$ cat config.mk
export PLATFORM = sky130hd
export DESIGN_NAME = tiled_sram
export DESIGN_NICKNAME = d
export VERILOG_FILES = /design/src/rtl/tiled_sram_pkg.sv /design/src/rtl/mem_tile.sv /design/src/rtl/tile_select.sv /design/src/rtl/out_mux.sv /design/src/rtl/tiled_sram.sv
export SDC_FILE = /design/constraint.sdc
export NUM_CORES = 2
export LEC_CHECK = 0
export BUFFER_PORTS_ARGS = -buffer_cell sky130_fd_sc_hd__buf_2
export CAP_MARGIN = 20
export CORE_UTILIZATION = 63
export CTS_CLUSTER_SIZE = 20
export DETAILED_ROUTE_END_ITERATION = 10
export GPL_TIMING_DRIVEN = 0
export PLACE_DENSITY_LB_ADDON = 0.15
export REMOVE_ABC_BUFFERS = 1
export SYNTH_ARGS = -nofsm -noshare
export SYNTH_HDL_FRONTEND = slang
export SYNTH_SLANG_ARGS = --single-unit
$ cat constraint.sdc
create_clock -name clk -period 6.4 [get_ports clk]
set_clock_uncertainty 0.15 [all_clocks]
set_input_delay 0.64 -clock clk [delete_from_list [all_inputs] [get_ports clk]]
set_output_delay 0.64 -clock clk [all_outputs]
set_load 0.05 [all_outputs]
$ cat src/rtl/tiled_sram_pkg.sv
package tiled_sram_pkg;
  typedef enum logic {
    ORG_DEPTH = 1'b0,  // full-width tiles, each a slice of the address range
    ORG_BIT   = 1'b1   // one-bit tiles, two banks split on the top address bit
  } org_e;
endpackage

$ cat src/rtl/mem_tile.sv
module mem_tile #(
  parameter int W     = 1,
  parameter int DEPTH = 16,
  localparam int AW   = $clog2(DEPTH)
) (
  input  logic          clk,
  input  logic          rst_n,
  input  logic          en,
  input  logic          we,
  input  logic [AW-1:0] addr,
  input  logic [W-1:0]  wdata,
  output logic [W-1:0]  rdata
);
  logic [W-1:0] store [DEPTH];

  always_ff @(posedge clk) begin
    if (en && we) store[addr] <= wdata;
  end

  always_ff @(posedge clk or negedge rst_n) begin
    if (!rst_n)          rdata <= '0;
    else if (en && !we)  rdata <= store[addr];
  end

  // a tile that is not enabled keeps its output register
  assert_tile_idle_hold_R5: assert property (@(posedge clk) disable iff (!rst_n)
    !en |=> $stable(rdata));
endmodule

$ cat src/rtl/tile_select.sv
module tile_select #(
  parameter int SEL_W = 4,
  localparam int N    = 2 ** SEL_W
) (
  input  logic             en,
  input  logic [SEL_W-1:0] sel,
  output logic [N-1:0]     tile_en
);
  always_comb begin
    tile_en = '0;
    for (int i = 0; i < N; i++) begin
      if (en && (sel == SEL_W'(i))) tile_en[i] = 1'b1;
    end
  end
endmodule

$ cat src/rtl/out_mux.sv
module out_mux #(
  parameter int W     = 16,
  parameter int SEL_W = 4,
  localparam int N    = 2 ** SEL_W
) (
  input  logic [N-1:0][W-1:0] din,
  input  logic [SEL_W-1:0]    sel,
  output logic [W-1:0]        dout
);
  always_comb begin
    dout = '0;
    for (int i = 0; i < N; i++) begin
      if (sel == SEL_W'(i)) dout = din[i];
    end
  end
endmodule

$ cat src/rtl/tiled_sram.sv
module tiled_sram
  import tiled_sram_pkg::*;
#(
  parameter org_e ORG        = ORG_DEPTH,
  parameter int   DATA_W     = 16,
  parameter int   ADDR_W     = 8,
  parameter int   TILE_SEL_W = 4,
  localparam int  CNT_W      = $clog2(2 * DATA_W + 1)
) (
  input  logic              clk,
  input  logic              rst_n,
  input  logic              en,
  input  logic              we,
  input  logic [ADDR_W-1:0] addr,
  input  logic [DATA_W-1:0] wdata,
  output logic [DATA_W-1:0] rdata,
  output logic [CNT_W-1:0]  tiles_on
);
  logic rd_acc;
  assign rd_acc = en && !we;

  if (ORG == ORG_DEPTH) begin : g_depth
    localparam int SEL_W  = TILE_SEL_W;
    localparam int N      = 2 ** SEL_W;
    localparam int LOW_W  = ADDR_W - SEL_W;
    localparam int TDEPTH = 2 ** LOW_W;

    logic [N-1:0]             tile_en;
    logic [N-1:0][DATA_W-1:0] tile_q;
    logic [SEL_W-1:0]         sel_q;

    tile_select #(.SEL_W(SEL_W)) u_dec (
      .en(en), .sel(addr[ADDR_W-1 -: SEL_W]), .tile_en(tile_en));

    for (genvar t = 0; t < N; t++) begin : g_tile
      mem_tile #(.W(DATA_W), .DEPTH(TDEPTH)) u_tile (
        .clk(clk), .rst_n(rst_n), .en(tile_en[t]), .we(we),
        .addr(addr[LOW_W-1:0]), .wdata(wdata), .rdata(tile_q[t]));
    end

    // Select follows the read that produced the tile data
    always_ff @(posedge clk or negedge rst_n) begin
      if (!rst_n)      sel_q <= '0;
      else if (rd_acc) sel_q <= addr[ADDR_W-1 -: SEL_W];
    end

    out_mux #(.W(DATA_W), .SEL_W(SEL_W)) u_mux (
      .din(tile_q), .sel(sel_q), .dout(rdata));

    assign tiles_on = CNT_W'($countones(tile_en));

    // one tile per access, none when idle
    assert_single_tile_R3: assert property (@(posedge clk) disable iff (!rst_n)
      en |-> ($countones(tile_en) == 1));
    assert_no_tile_idle_R5: assert property (@(posedge clk) disable iff (!rst_n)
      !en |-> (tile_en == '0));
  end else begin : g_bit
    localparam int LOW_W  = ADDR_W - 1;
    localparam int TDEPTH = 2 ** LOW_W;

    logic [1:0]               bank_en;
    logic [1:0][DATA_W-1:0]   bank_q;
    logic                     sel_q;
    logic [2*DATA_W-1:0]      all_en;

    tile_select #(.SEL_W(1)) u_dec (
      .en(en), .sel(addr[ADDR_W-1]), .tile_en(bank_en));

    for (genvar b = 0; b < 2; b++) begin : g_bank
      for (genvar d = 0; d < DATA_W; d++) begin : g_lane
        mem_tile #(.W(1), .DEPTH(TDEPTH)) u_tile (
          .clk(clk), .rst_n(rst_n), .en(bank_en[b]), .we(we),
          .addr(addr[LOW_W-1:0]), .wdata(wdata[d]), .rdata(bank_q[b][d]));
      end
    end

    always_ff @(posedge clk or negedge rst_n) begin
      if (!rst_n)      sel_q <= 1'b0;
      else if (rd_acc) sel_q <= addr[ADDR_W-1];
    end

    out_mux #(.W(DATA_W), .SEL_W(1)) u_mux (
      .din(bank_q), .sel(sel_q), .dout(rdata));

    assign all_en   = {{DATA_W{bank_en[1]}}, {DATA_W{bank_en[0]}}};
    assign tiles_on = CNT_W'($countones(all_en));

    // one whole bank per access, never both
    assert_one_bank_R4: assert property (@(posedge clk) disable iff (!rst_n)
      en |-> ($countones(bank_en) == 1));
    assert_bank_count_R4: assert property (@(posedge clk) disable iff (!rst_n)
      en |-> (tiles_on == CNT_W'(DATA_W)));
  end

  // read data moves only after a read
  assert_rdata_hold_R6: assert property (@(posedge clk) disable iff (!rst_n)
    (!en || we) |=> $stable(rdata));
  assert_idle_count_R5: assert property (@(posedge clk) disable iff (!rst_n)
    !en |-> (tiles_on == '0));
endmodule

==> flow_metrics.tcl <==
set metrics [dict create \
    cts_tree "done" \
    area_growth_pct 13.5 \
    cts_root_buf "clkbuf_16" \
    drt_iter0_drc 10200 \
    vias 80800 \
    die_h_um 518 \
    fp.dieW_um 518 \
    whs_ns 0.0286 \
    avgSynthCellArea_um2 21.7 \
    dp_hpwl_mm 239 \
    max-slew-margin-rel 0.160 \
    synth_top_area_frac 0.733 \
    gr-total-overflow 0 \
    ys.warnings.count 0 \
    dpl_cell_area_um2 176000 \
    timing.hold.worst.start "wdata[13]" \
    netlist_top_cells_count "edfxtp_1, mux4_2, nor2_1, mux2i_1, dfrtp_1" \
    hold_violations 0 \
    synthAdderAreaFrac 0.00182 \
    grt_pass1_vias 81000 \
    cts_buffers 420 \
    coreArea_um2 265000 \
    fin_util 0.719 \
    ys_seq_area_frac 0.772 \
    routabilityCongestion 0.890 \
    path_cells "buf_12 -> nor2b_1 -> buf_4 -> a2bb2oi_1 -> o21ai_0 -> a221oi_1 -> a311oi_1 -> buf_2" \
    placed_cells 11200 \
    fmax_ghz 0.158 \
    grtUsageMet1 0.430 \
    path_class "register to output pin" \
    ys_types 59 \
    r2r_start "g_depth.g_tile[11].u_tile.store[14][3]" \
    use_met2 0.471 \
    cts_buffer_depth 4 \
    muxShareOfSynthArea 0.175 \
    cp-start-kind "register" \
    design_area_um2 191000 \
    worstSetupEndpointType "output pin" \
    tightest_slew_ns 1.26 \
    postCtsSetupRepairBufs 0 \
    power.total_mw 60.7 \
    synth.area.top_cells "edfxtp_1, mux4_2, dfrtp_1, mux2i_1, nor2_1" \
    ant_nets 0 \
    finalCritPeriodShare 0.986 \
    insertion_delay_ns 0.96 \
    drt_drc_violations_left 0 \
    dp_worst_setup_slack_ns -0.471 \
    worst_slack_ns 0.0905 \
    firstDrtPassIters 6 \
    cpPeakStageDelay_ns 0.92 \
    grt_usage 0.304 \
    wl_per_cell_um 33.7 \
    yosys.area_share.simple 0.0181 \
    io_pins 50 \
    ys_ff_latch 4356 \
    hold_depth 1 \
    antenna_found_initial 13 \
    drive_above_1_share 0.280 \
    synth_compound_area_frac 0.0216 \
    synth.most_common_cell "edfxtp_1" \
    start_util 0.633 \
    netlist_area_um2 168000 \
    drv_slew 0 \
    port_buffers 48 \
    synth_top_family_by_area "multiplexers" \
    r2r_slack_ns 4.44 \
    routed_wl_mm 403 \
    netlist_instances 7740 \
    worstPathArrival_ns 5.52 \
    synthXorXnorAreaFrac 0.000209 \
    drt-vias-per-instance 6.75 \
    ir_worst_vdd_v 0.000286 \
    critPathRequiredTime_ns 5.61 \
    synth-edff-count 4096 \
    cts.reportedPaths.clkPinSlew_ns 0.06 \
    htreeDepth 5 \
    p_leak_nw 62.1 \
    r2r-end "g_depth.g_tile[11].u_tile.rdata[3]" \
    async_flop_share 0.0597 \
    cap_violations 0 \
    final_cells 12000 \
    r2r_cells 5 \
    power_density_nw_per_um2 318 \
    run_status "finished clean" \
    die_area_um2 268000 \
    tns_ns 0 \
    hold_end "g_depth.g_tile[10].u_tile.store[14][13]" \
    nets 8099 \
    clock_sinks 4356 \
    rsz0062_at_grt "no" \
    synth_top_area_cell "edfxtp_1" \
    grt_max_degree 153 \
    period_needed_ns 6.31 \
    worst_path_max_delay_cell "a311oi_1" \
    grt.met3_usage 0.0652 \
    grt_pass1_wl_mm 581 \
    hold_path.class "primary input to register" \
    synth_flop_cell "edfxtp_1" \
    grt-busiest-layer "met2" \
    setup_viol 0 \
    worst-path-max-fanout 40 \
    num_rows 189 \
]
## power breakdown
| part | leakage (nW) | switching (mW) | internal [mW] | total [mW] |
|---|---|---|---|---|
| clock | 6.81 | 10.5 | 14.4 | 24.9 |
| sequential | 40.2 | 0.584 | 31.5 | 32.1 |
| combinational | 15.1 | 2.29 | 1.35 | 3.64 |
## flip-flops by register name (all words and copies together) (netlist names)
register,flops
g_depth.g_tile.u_tile.rdata,256
g_depth.g_tile.u_tile.store,4096
g_depth.sel_q,4
## layout make-up
cell class,count,area (µm²)
clock buffers,551,11400
inverters,11,41.3
well taps,3533,4420
diodes,7,17.5
multi-input cells,2940,37100
fillers,14900,74600
flip-flops and latches,4356,130000
repair buffers,323,5500
clock inverters,236,2480
## layout by cell type, fill, tap and decap left out, types with 29 or more instances in the layout
master | Yosys | routed
o22ai_1 | 55 | 55
mux2i_1 | 482 | 482
clkbuf_8 | 0 | 34
clkbuf_1 | 220 | 92
edfxtp_1 | 4096 | 4096
nor2_2 | 3 | 259
a221o_1 | 50 | 50
mux2_2 | 88 | 88
dfrtp_1 | 260 | 257
bufinv_16 | 0 | 43
buf_6 | 11 | 29
nand2_1 | 97 | 88
clkinv_1 | 0 | 71
buf_8 | 0 | 167
a21o_1 | 50 | 50
nor2_1 | 498 | 242
clkinv_2 | 0 | 85
clkbuf_16 | 0 | 425
o21ai_0 | 162 | 162
nor2b_1 | 30 | 29
mux4_2 | 1042 | 1042
a21oi_1 | 176 | 176
buf_16 | 0 | 85
## worst max-delay path by stage
stage,slack (ns),depth (start not counted),startpoint,endpoint
finish,0.09,8,g_depth.sel_q[0],rdata[9]
global route,0.03,16,addr[4],tiles_on[3]
CTS,0.16,15,addr[4],tiles_on[3]
detailed placement,-0.47,15,addr[4],tiles_on[3]
global placement,-43.52,3,addr[0],g_depth.g_tile[6].u_tile.store[3][6]
floorplan,0.40,5,g_depth.sel_q[0],rdata[9]
## cells by family after synthesis
family	after synthesis
DFF	4356
and+or+nand+nor	722
xor gates and xnor gates	4
AOI/OAI and AO/OA	582
other	1
adders and majority gates	19
buffers and inverters	444
muxes	1612
## routing by layer
layer  vias to the layer above  wire (µm)
li1                      32900          -
met1                     42900     152000
met2                      4277     193000
met3                       746      39100
met4                         4      19000
met5                         -        126
## critical path: cells and delay by family (launching register included)
| family | cells | cell delay (ns) |
|---|---|---|
| flip-flops | 1 | 0.81 |
| AND/OR/NAND/NOR | 1 | 0.45 |
| AO/OA/AOI/OAI | 4 | 2.24 |
| buffers and inverters | 3 | 1.02 |
## what timing repair did
action,in CTS,in global routing
hold buffers,7,0
endpoints found under the setup margin,3,0
gates resized for setup,5,0
hold endpoints to repair,288,0
(Power assumes the default switching activity.)
